==> src/rtl/wkp_pkg.sv <==
package wkp_pkg;

  typedef enum logic [2:0] {
    WK_IDLE,
    WK_DOM1,
    WK_REC,
    WK_DOM2,
    WK_WOKE
  } wk_state_e;

  // count one more sample, holding at the cap
  function automatic int unsigned inc_sat(int unsigned v, int unsigned cap);
    return (v < cap) ? v + 1 : cap;
  endfunction

  // has a run of v samples met the filter length lim
  function automatic logic reached(int unsigned v, int unsigned lim);
    return v >= lim;
  endfunction

endpackage

==> src/rtl/wkp_window.sv <==
module wkp_window #(
  parameter int unsigned TMO_CYC = 4000
) (
  input  logic clk_i,
  input  logic rst_ni,
  input  logic start_i,
  input  logic active_i,
  output logic expired_o
);
  localparam int unsigned TW = $clog2(TMO_CYC + 1);

  logic [TW-1:0] tmr_q;

  assign expired_o = (tmr_q == TW'(TMO_CYC));

  always_ff @(posedge clk_i or negedge rst_ni) begin
    if (!rst_ni)                     tmr_q <= '0;
    else if (start_i)                tmr_q <= TW'(1);
    else if (!active_i)              tmr_q <= '0;
    else if (!expired_o)             tmr_q <= tmr_q + TW'(1);
  end

  p_window_bound_r5: assert property (@(posedge clk_i) disable iff (!rst_ni)
    tmr_q <= TW'(TMO_CYC));
  p_start_loads_r5: assert property (@(posedge clk_i) disable iff (!rst_ni)
    start_i |=> tmr_q == TW'(1));

endmodule

==> src/rtl/wkp_seq.sv <==
module wkp_seq
  import wkp_pkg::*;
#(
  parameter int unsigned FLT1_CYC = 200,
  parameter int unsigned FLT2_CYC = 40
) (
  input  logic clk_i,
  input  logic rst_ni,
  input  logic en_i,
  input  logic bus_dom_i,
  input  logic expired_i,
  output logic start_o,
  output logic active_o,
  output logic woke_o
);
  localparam int unsigned CMAX = (FLT1_CYC > FLT2_CYC) ? FLT1_CYC : FLT2_CYC;
  localparam int unsigned CW   = $clog2(CMAX + 1);

  wk_state_e st_q, st_d;
  logic [CW-1:0] cnt_q, cnt_d;
  logic [CW-1:0] cnt_inc;

  assign cnt_inc  = CW'(inc_sat(32'(cnt_q), CMAX));
  assign active_o = (st_q == WK_DOM1) || (st_q == WK_REC) || (st_q == WK_DOM2);
  assign woke_o   = (st_q == WK_WOKE);

  always_comb begin
    st_d    = st_q;
    cnt_d   = cnt_q;
    start_o = 1'b0;
    if (!en_i) begin
      st_d  = WK_IDLE;
      cnt_d = '0;
    end else begin
      case (st_q)
        WK_IDLE: if (bus_dom_i) begin
          st_d    = WK_DOM1;
          cnt_d   = CW'(1);
          start_o = 1'b1;
        end
        WK_DOM1: begin
          if (expired_i)                    st_d = WK_IDLE;
          else if (bus_dom_i)               cnt_d = cnt_inc;
          else if (reached(32'(cnt_q), FLT1_CYC)) begin
            st_d  = WK_REC;
            cnt_d = CW'(1);
          end else                          st_d = WK_IDLE;
        end
        WK_REC: begin
          if (expired_i)                    st_d = WK_IDLE;
          else if (!bus_dom_i)              cnt_d = cnt_inc;
          else if (reached(32'(cnt_q), FLT2_CYC)) begin
            st_d  = WK_DOM2;
            cnt_d = CW'(1);
          end else                          st_d = WK_IDLE;
        end
        WK_DOM2: begin
          if (expired_i || !bus_dom_i)      st_d = WK_IDLE;
          else if (reached(32'(cnt_inc), FLT2_CYC)) st_d = WK_WOKE;
          else                              cnt_d = cnt_inc;
        end
        WK_WOKE: st_d = WK_WOKE;
        default: st_d = WK_IDLE;
      endcase
    end
  end

  always_ff @(posedge clk_i or negedge rst_ni) begin
    if (!rst_ni) begin
      st_q  <= WK_IDLE;
      cnt_q <= '0;
    end else begin
      st_q  <= st_d;
      cnt_q <= cnt_d;
    end
  end

  p_idle_not_woke_r2: assert property (@(posedge clk_i) disable iff (!rst_ni)
    (st_q == WK_IDLE) |=> (st_q != WK_WOKE));
  p_wake_on_dom_r4: assert property (@(posedge clk_i) disable iff (!rst_ni)
    (st_q == WK_DOM2) ##1 (st_q == WK_WOKE) |-> $past(bus_dom_i));
  p_expiry_aborts_r5: assert property (@(posedge clk_i) disable iff (!rst_ni)
    (expired_i && active_o) |=> (st_q == WK_IDLE));

endmodule

==> src/rtl/wkp_detect.sv <==
module wkp_detect #(
  parameter int unsigned FLT1_CYC = 200,
  parameter int unsigned FLT2_CYC = 40,
  parameter int unsigned TMO_CYC  = 4000
) (
  input  logic clk_i,
  input  logic rst_ni,
  input  logic en_i,
  input  logic bus_dom_i,
  output logic rxd_o,
  output logic wake_o
);
  logic start_w, active_w, expired_w, woke_w;
  logic rxd_q;

  wkp_seq #(.FLT1_CYC(FLT1_CYC), .FLT2_CYC(FLT2_CYC)) u_seq (
    .clk_i     (clk_i),
    .rst_ni    (rst_ni),
    .en_i      (en_i),
    .bus_dom_i (bus_dom_i),
    .expired_i (expired_w),
    .start_o   (start_w),
    .active_o  (active_w),
    .woke_o    (woke_w)
  );

  wkp_window #(.TMO_CYC(TMO_CYC)) u_win (
    .clk_i     (clk_i),
    .rst_ni    (rst_ni),
    .start_i   (start_w),
    .active_i  (active_w),
    .expired_o (expired_w)
  );

  always_ff @(posedge clk_i or negedge rst_ni) begin
    if (!rst_ni) rxd_q <= 1'b1;
    else         rxd_q <= !(woke_w && en_i && bus_dom_i);
  end

  assign rxd_o  = rxd_q;
  assign wake_o = woke_w;

  p_rxd_high_r6: assert property (@(posedge clk_i) disable iff (!rst_ni)
    !wake_o |=> rxd_o);
  p_mirror_r7: assert property (@(posedge clk_i) disable iff (!rst_ni)
    (wake_o && en_i) |=> (rxd_o == !$past(bus_dom_i)));
  p_disable_clears_r8: assert property (@(posedge clk_i) disable iff (!rst_ni)
    !en_i |=> (!wake_o && rxd_o));
  p_rise_on_dom_r9: assert property (@(posedge clk_i) disable iff (!rst_ni)
    $rose(wake_o) |-> $past(bus_dom_i));

endmodule

==> config.mk <==
export PLATFORM = sky130hd
export DESIGN_NAME = wkp_detect
export DESIGN_NICKNAME = d
export VERILOG_FILES = /design/src/rtl/wkp_pkg.sv /design/src/rtl/wkp_window.sv /design/src/rtl/wkp_seq.sv /design/src/rtl/wkp_detect.sv
export SDC_FILE = /design/constraint.sdc
export NUM_CORES = 1
export LEC_CHECK = 0
export BUFFER_PORTS_ARGS = -buffer_cell sky130_fd_sc_hd__buf_4
export CAP_MARGIN = 20
export CELL_PAD_IN_SITES_DETAIL_PLACEMENT = 1
export CELL_PAD_IN_SITES_GLOBAL_PLACEMENT = 2
export CORE_ASPECT_RATIO = 1.5
export CORE_MARGIN = 8
export CORE_UTILIZATION = 35
export DETAILED_ROUTE_END_ITERATION = 10
export GPL_TIMING_DRIVEN = 0
export PLACE_DENSITY_LB_ADDON = 0.1
export RECOVER_POWER = 25
export SLEW_MARGIN = 10
export SYNTH_ARGS = -nofsm -noshare
export SYNTH_HDL_FRONTEND = slang
export SYNTH_SLANG_ARGS = --single-unit
==> constraint.sdc <==
create_clock -name clk_i -period 2 [get_ports clk_i]
set_input_delay 0.2 -clock clk_i [delete_from_list [all_inputs] [get_ports clk_i]]
set_output_delay 0.2 -clock clk_i [all_outputs]
set_load 0.01 [all_outputs]
Word level (Yosys, flattened, before mapping) --
Index checks and enable logic that the tools add are counted.
Word-level totals: output and inout port bits 2, register bits after elaboration 24
Operators by class: add/subtract/negate cells 2, equal/unequal tests 17, multiplexer cells 29, order comparisons 4, reduce and logical (&&, ||, !) cells 10
Operators by type and width (number):
- $mux W8 | 11
- $mux W12 | 3
- $pmux W8 S4 | 1
- $mux W3 | 8
- $ne A3 B3 Y1 const B | 6
- $ge A8 B6 Y1 const B | 2
- $pmux W3 S5 | 1
- $add A12 B1 Y12 const B | 1
- $eq A12 B12 Y1 const B | 1
- $ne A4 B4 Y1 const B | 3
- $add A8 B1 Y8 const B | 1
- $ge A8 B8 Y1 const B | 1
- $lt A8 B8 Y1 const B | 1
- $ne A4 B3 Y1 const B | 2
- $reduce_and A8 Y1 | 1
- $eq A3 B2 Y1 const B | 2
- $ne A5 B1 Y1 const B | 1
- $mux W2 | 2
- $reduce_and A4 Y1 | 1
- $eq A3 B1 Y1 const B | 1
- $eq A3 B3 Y1 const B | 1
- $logic_not A3 Y1 | 1
- $logic_or A1 B1 Y1 | 3
- $mux W1 | 3
- other kinds (2) | 4

Depth between registers and ports, before layout --
Gate-level depths: netlist of the first run.
depth in word-level cells 7, gate-level depth with buffers 9, depth with buffers taken out 8

Cells and area by module --
A second synthesis of the first run with hierarchy kept.
Second synthesis, totals: cell total of the unflattened synthesis 183, area, all modules 1742.9 sq um
Modules (own cells, without submodules):
- wkp_seq | seq. area each 275.3 sq um, area an instance 1009.7 sq um, cells each 109, times used 1
- wkp_window | seq. area each 300.3 sq um, area an instance 701.9 sq um, cells each 72, times used 1
- wkp_detect | seq. area each 26.3 sq um, area an instance 31.3 sq um, cells each 2, times used 1

Worst setup path after synthesis of the first run --
No wires, ideal clock.
path type reg2reg, start point register u_seq.cnt_q[0], end point register u_seq.cnt_q[4], cell stages (with the launch flop) 9, path slack -0.065 ns, data arrival time 1.943 ns, library setup time 0.122 ns, clock period less this slack 2.065 ns, buffers on the path 1, path through dfrtp_1 > ha_1 > and3_1 > o22ai_1 > a211oi_1 > o311ai_4 > and2_1 > buf_6 > a32o_1
Between the ends: word-level cells in the longest chain between the ends 6
Ends and longest elaborated chain:
- from (decl) | RTL line wkp_seq.sv:20 | logic [CW-1:0] cnt_q, cnt_d;
- from (signal assigned) | RTL line wkp_seq.sv:74 | cnt_q <= cnt_d;
- branches (longest 6 deep; another with $add A8 B1 Y8)
Several ways; the timed one is not identified. The select of a mux whose other input is x is not followed. A chain may end at the register's enable or synchronous reset.

Worst setup path after layout of the first run --
start point register u_seq.cnt_q[0], end point register u_seq.cnt_q[0]
The elaborated chain is that of the path after synthesis.

==> results.json, run 1 <==
{
  "clock_latency_ns": 0.27,
  "syn_area_sq_um": 1630,
  "dr.first_iter.drc_count": 25,
  "ir_drop_uv": 277,
  "fp.coreArea_sq_um": 4500,
  "synthCells": 183,
  "synth-edff-count": 0,
  "post_drt_via_cell_ratio": 5.77,
  "p_switching_uw": 255,
  "path_buf_inv": 1,
  "fin_crit_ns": 2.06,
  "violations": "negative setup slack",
  "ios": 6,
  "ys_warn_count": 0,
  "hp-class": "input pin to register",
  "maxCapViolCount": 0,
  "yosysUniqueCellTypes": 49,
  "final-hold-violation-count": 0,
  "synth_top_area_share": 0.352,
  "synth-seq-cells": 24,
  "postRouteWirelength_mm": 4.50,
  "cp_data_required_time_ns": 2.17,
  "first_pass_iters": 4,
  "startpoint": "u_seq.cnt_q[0]$_DFFE_PN0P_",
  "max_stage_delay_ns": 0.46,
  "hpwlAfterDp_mm": 3.11,
  "worstMarginPinSlew_ns": 1.40,
  "cp.depth": 8,
  "fillCellCount": 520,
  "timing.rr.start": "u_seq.cnt_q[0]$_DFFE_PN0P_",
  "worstHoldPathCells": 2,
  "critPathKind": "register to register",
  "antenna_cells": 0,
  "synth_top_cell_by_area": "dfrtp_1",
  "grt.total_usage": 0.136,
  "worstSetupStartpointType": "register",
  "power.share.sequential": 0.472,
  "portBuffers": 3,
  "die_h_microns": 99.7,
  "nets": 209,
  "synth-async-reset-ratio": 1.00,
  "endpoint_kind": "register",
  "drc_errors": 0,
  "slew_headroom": 0.0699,
  "sw_frac_of_total": 0.240,
  "holdPathEnd": "rxd_o$_DFF_PN1_",
  "finalSetupViolations": 5,
  "finalPower_mw": 1.06,
  "slowest_stage": "dfrtp_1",
  "ys.flop_type": "dfrtp_1",
  "rows": 30,
  "crit_chain": "ha_4 -> and3_4 -> nor4_4 -> a211oi_4 -> o311ai_4 -> buf_4 -> a21oi_1 -> a31o_2",
  "cts_sinks": 24,
  "leakage_nw": 0.825,
  "gr-total-overflow": 0,
  "die-area_sq_um": 7160,
  "r2r_cells": 8,
  "grt_max_degree": 25,
  "cp_max_fo": 5,
  "grt_pass1_vias": 1603,
  "yosysSeqAreaShare": 0.368,
  "r2r-end": "u_seq.cnt_q[0]$_DFFE_PN0P_",
  "status": "complete, but fails checks",
  "slew_viol_final": 0,
  "rsz0062_at_grt": "yes",
  "post_route_cells_drive_above_1_share": 0.300,
  "routabilityCongestion": 0.825,
  "grt_antenna_before_repair": 0,
  "die_w_microns": 71.8,
  "grt_pass1_wl_mm": 7.79,
  "synth_area_per_cell_sq_um": 8.93,
  "path_delay_family": "compound AO/OA/AOI/OAI gates",
  "fin_crit_sh": 1.03,
  "r2r_slack_ns": -0.06,
  "fin_hold_ws_ns": 0.133,
  "drtAntennaViolNets": 0,
  "cts-root-buf": "clkbuf_8",
  "worst_slack_ns": -0.0602,
  "worstPathArrival_ns": 2.23,
  "fmaxAchievable_ghz": 0.485,
  "p_per_area_nw_per_um2": 526,
  "cts_tree": "done",
  "hp-start": "bus_dom_i",
  "clock_skew_ns": 0.00285,
  "pwr-share-clk": 0.416,
  "power.share.combinational": 0.112,
  "clk_pin_slew_ns": 0.09,
  "wl_per_cell_microns": 18.1,
  "htreeDepth": 1,
  "clk_path_buf_depth": 2,
  "start_util": 0.363,
  "areaGrowthSynthToFinish_pct": 23.4,
  "postLayoutCoreUtil": 0.448,
  "vias": 1432,
  "cts_inserted_buffers": 3,
  "syn_nets": 191,
  "synth_area_leaders": "dfrtp_1, nor2_1, nand2_1, nand3_1, buf_6",
  "internal_power_uw": 806
}
flip-flops by register name (all words and copies together) (netlist names):
name,flops
rxd_o,1
u_seq.cnt_q,8
u_seq.st_q,3
u_win.tmr_q,12
worst reg2reg max path, cell delays in order (launching register included):
cell and delay (ns):
dfrtp_1 0.46, ha_4 0.21, and3_4 0.17, nor4_4 0.19, a211oi_4 0.09, o311ai_4 0.37
buf_4 0.20, a21oi_1 0.06, a31o_2 0.21
placed cells by master (no fill, tap or decap), types with 2 or more instances in the layout:
cell and instances:
a21oi_1 6, a31o_2 3, a31oi_1 6, a32o_1 2, a41o_1 2, and2_1 4
and3_1 3, and3_2 2, buf_4 13, buf_6 5, clkbuf_1 2, clkbuf_2 2
clkbuf_8 3, dfrtp_1 21, dfrtp_2 2, ha_1 2, ha_4 2, inv_1 6
mux2i_1 2, nand2_1 18, nand3_1 10, nand3_2 2, nand3b_1 2, nand4_1 2
nor2_1 24, nor3_1 2, nor3b_1 2, o21ai_0 4, o311ai_4 2, or2_2 2
xnor2_1 5, xor2_1 5
cell families (layout without fill, tap and decap cells):
family / count (synthesis) / after routing / share of synthesized area
and+or+nand+nor: 85 / 85 / 0.263
AOI/OAI and AO/OA: 39 / 39 / 0.195
DFF: 24 / 24 / 0.368
buffers and inverters: 19 / 36 / 0.0773
xor gates and xnor gates: 10 / 10 / 0.0536
adders and majority gates: 4 / 4 / 0.0306
muxes: 2 / 2 / 0.0123
cell type report:
class                           count  area [sq um]  share of cell area
Tap cell                           48          60.1              0.0298
Multi-Input combinational cell    140          1050               0.522
Sequential cell                    24           604               0.300
Timing Repair Buffer               15           115              0.0571
Buffer                             10          86.3              0.0428
Clock buffer                        3          41.3              0.0205
Inverter                            7          26.3              0.0130
Clock inverter                      1          30.0              0.0149
synth_stat cells, types with 3 or more instances:
cell,number
a21oi_1,7
and2_1,5
a31oi_1,7
nor2_1,24
clkbuf_1,3
buf_6,5
xor2_1,5
nand2_1,19
inv_1,7
dfrtp_1,23
xnor2_1,5
nand3_1,12
ha_1,4
nor3b_1,3
a31o_2,3
o21ai_0,4
and3_1,4
power groups by stage:
| stage | registers (mW) | logic, mW | clock network [mW] |
|---|---|---|---|
| after floorplan | 0.508 | 0.0670 | 0 |
| after global placement | 0.510 | 0.0958 | 0 |
| after detailed placement | 0.510 | 0.100 | 0 |
| after CTS | 0.501 | 0.121 | 0.463 |
| after global routing | 0.501 | 0.135 | 0.472 |
| final | 0.501 | 0.119 | 0.441 |
how the worst max path moves through the flow:
stage	to
6_report	u_seq.cnt_q[0]$_DFFE_PN0P_
5_1_grt	u_seq.cnt_q[0]$_DFFE_PN0P_
4_1_cts	u_seq.cnt_q[1]$_DFFE_PN0P_
3_5_place_dp	u_seq.cnt_q[1]$_DFFE_PN0P_
3_3_place_gp	u_seq.cnt_q[1]$_DFFE_PN0P_
2_1_floorplan	u_seq.cnt_q[1]$_DFFE_PN0P_
stage by stage:
step,TNS (ns),instance area (sq um),std cells,worst slack (ns)
2_1_floorplan,0,1650,183,0.000983
3_3_place_gp,-3.12,1730,234,-0.417
3_5_place_dp,-3.59,1730,234,-0.470
4_1_cts,-0.233,1980,248,-0.0503
5_1_grt,-0.772,2020,248,-0.137
6_report,-0.193,2020,248,-0.0602
per-layer routing:
metal,up-vias,global-route usage,wire (microns)
met4,0,0.0379,53
met3,5,0.0151,38
met2,5,0.270,2630
met1,743,0.142,1770
met5,-,0,0
li1,679,-,-
what timing repair did:
action / in CTS / in global routing
setup buffers: 9 / 2
hold buffers: 1 / 0
pin swaps: 8 / 5
hold endpoints to repair: 23 / 0
resized for setup: 20 / 10
endpoints found under the setup margin: 11 / 10
No activity file was read; power rests on OpenSTA's default activity.
==> run 2: changes to the inputs <==
--- a/config.mk
+++ b/config.mk
@@ -16,6 +16,7 @@
 export GPL_TIMING_DRIVEN = 0
 export PLACE_DENSITY_LB_ADDON = 0.1
 export RECOVER_POWER = 25
+export REMOVE_ABC_BUFFERS = 1
 export SLEW_MARGIN = 10
 export SYNTH_ARGS = -nofsm -noshare
 export SYNTH_HDL_FRONTEND = slang
==> run 2 against run 1 <==
Net effect:
- the flow now finishes without violations
- die area unchanged
- sequential share of layout area is 1.7 points higher
- largest cell class unchanged
- final area fell by 4.4%
- clock skew down 0.00075 ns
==> results.json, run 2 (same netlist as run 1, synthesis figures left out) <==
{
  "fillCellCount": 547,
  "antenna_cells": 0,
  "largest_register_ffs": 12,
  "path_delay_family": "compound AO/OA/AOI/OAI gates",
  "cp_data_required_time_ns": 2.16,
  "grt_pass1_vias": 1507,
  "reg_top3": "u_win.tmr_q x12, u_seq.cnt_q x8, u_seq.st_q x3",
  "maxCapViolCount": 0,
  "cts_inserted_buffers": 3,
  "gr-total-overflow": 0,
  "cp_max_fo": 3,
  "worst_slack_ns": 0.0570,
  "final_cell_mix": "nor2_1, nand2_1, buf_4, dfrtp_1, nand3_1",
  "finalSetupViolations": 0,
  "portBuffers": 5,
  "grt_pass1_wl_mm": 7.02,
  "die_w_microns": 71.8,
  "wl_per_cell_microns": 17.4,
  "fp.coreArea_sq_um": 4500,
  "path_buf_inv": 2,
  "fmaxAchievable_ghz": 0.515,
  "post_drt_via_cell_ratio": 5.62,
  "worstMarginPinSlew_ns": 1.41,
  "clock_skew_ns": 0.00211,
  "grt_antenna_before_repair": 0,
  "fin_crit_sh": 0.971,
  "power.share.sequential": 0.478,
  "crit_chain": "buf_4 -> nand3_2 -> a31o_2 -> a41o_1 -> o311ai_4 -> buf_4 -> a21oi_1 -> a31o_2",
  "worstPathArrival_ns": 2.11,
  "start_util": 0.363,
  "cts_tree": "done",
  "internal_power_uw": 808,
  "routabilityCongestion": 0.782,
  "sw_frac_of_total": 0.230,
  "finalPower_mw": 1.05,
  "grt_max_degree": 25,
  "slew_headroom": 0.0604,
  "status": "completed",
  "place_ws_ns": -0.536,
  "slowest_stage": "dfrtp_1",
  "power.share.combinational": 0.112,
  "pwr-share-clk": 0.410,
  "final_common_cell": "nor2_1",
  "endpoint_kind": "register",
  "postRouteWirelength_mm": 4.21,
  "die_h_microns": 99.7,
  "fin_setup_tns_ns": 0,
  "nets": 203,
  "critPathKind": "register to register",
  "clock_latency_ns": 0.27,
  "fin_crit_ns": 1.94,
  "hpwlAfterDp_mm": 2.94,
  "max_stage_delay_ns": 0.37,
  "hp-class": "input pin to register",
  "clk_pin_slew_ns": 0.09,
  "slew_viol_final": 0,
  "p_switching_uw": 241,
  "largest-register": "u_win.tmr_q",
  "vias": 1359,
  "die-area_sq_um": 7160,
  "post_route_cells_drive_above_1_share": 0.299,
  "leakage_nw": 0.769,
  "worstSetupStartpointType": "register",
  "rsz0062_at_grt": "yes",
  "r2r_slack_ns": 0.06,
  "clk_path_buf_depth": 2,
  "drtAntennaViolNets": 0,
  "areaGrowthSynthToFinish_pct": 17.9,
  "cts_sinks": 24,
  "drc_errors": 0,
  "p_per_area_nw_per_um2": 545,
  "grt.total_usage": 0.123,
  "rows": 30,
  "dr.first_iter.drc_count": 57,
  "first_pass_iters": 4,
  "ir_drop_uv": 249,
  "final-hold-violation-count": 0,
  "cts-root-buf": "clkbuf_8",
  "htreeDepth": 1,
  "ios": 6
}
-- run 2: area by class of cell --
cell class | instances | area (sq um) | share of cell area
Sequential cell | 24 | 611 | 0.317
Multi-Input combinational cell | 140 | 1010 | 0.526
Clock buffer | 3 | 41.3 | 0.0214
Inverter | 7 | 26.3 | 0.0136
Clock inverter | 1 | 30.0 | 0.0156
Timing Repair Buffer | 19 | 145 | 0.0753
Tap cell | 48 | 60.1 | 0.0312
-- run 2: timing repair --
item	CTS	global route
setup buffers	11	2
setup endpoints to repair	10	10
hold endpoints to repair	23	0
resized for setup	14	17
pin swaps	5	6
hold buffers	1	0
-- run 2: routing by layer --
metal	share of wire	up-vias	GRT usage
li1	-	669	-
met1	0.42	674	0.131
met2	0.55	10	0.233
met3	0.017	6	0.0181
met4	0.016	0	0.0442
met5	0	-	0
-- run 2: final timing paths --
check	startpoint	endpoint	depth (start not counted)
setup / recovery	u_seq.cnt_q[0]$_DFFE_PN0P_	u_seq.cnt_q[0]$_DFFE_PN0P_	8
max in group asynchronous	rst_ni	u_seq.cnt_q[4]$_DFFE_PN0P_	2
setup reg to reg	u_seq.cnt_q[0]$_DFFE_PN0P_	u_seq.cnt_q[0]$_DFFE_PN0P_	8
min in group asynchronous	rst_ni	u_seq.st_q[2]$_DFFE_PN0P_	2
hold reg to reg	u_win.tmr_q[11]$_DFFE_PN0P_	u_win.tmr_q[11]$_DFFE_PN0P_	2
hold / removal	en_i	rxd_o$_DFF_PN1_	2
-- run 2: per-stage QoR --
step / area (sq um) / hold WS, ns / util / cells
2_1_floorplan: 1530 / -0.0956 / - / 171
3_3_place_gp: 1630 / 0.119 / 0.362 / 224
3_5_place_dp: 1630 / 0.129 / 0.362 / 224
4_1_cts: 1860 / 0.153 / 0.413 / 240
5_1_grt: 1930 / 0.187 / 0.428 / 242
6_report: 1930 / 0.157 / 0.428 / 242
-- run 2: power groups by stage --
stage	Combinational, mW	Clock (mW)	Sequential, mW
final	0.117	0.430	0.502
after global routing	0.132	0.458	0.503
after CTS	0.109	0.450	0.501
after detailed placement	0.0892	0	0.514
after global placement	0.0854	0	0.513
after floorplan	0.0535	0	0.510
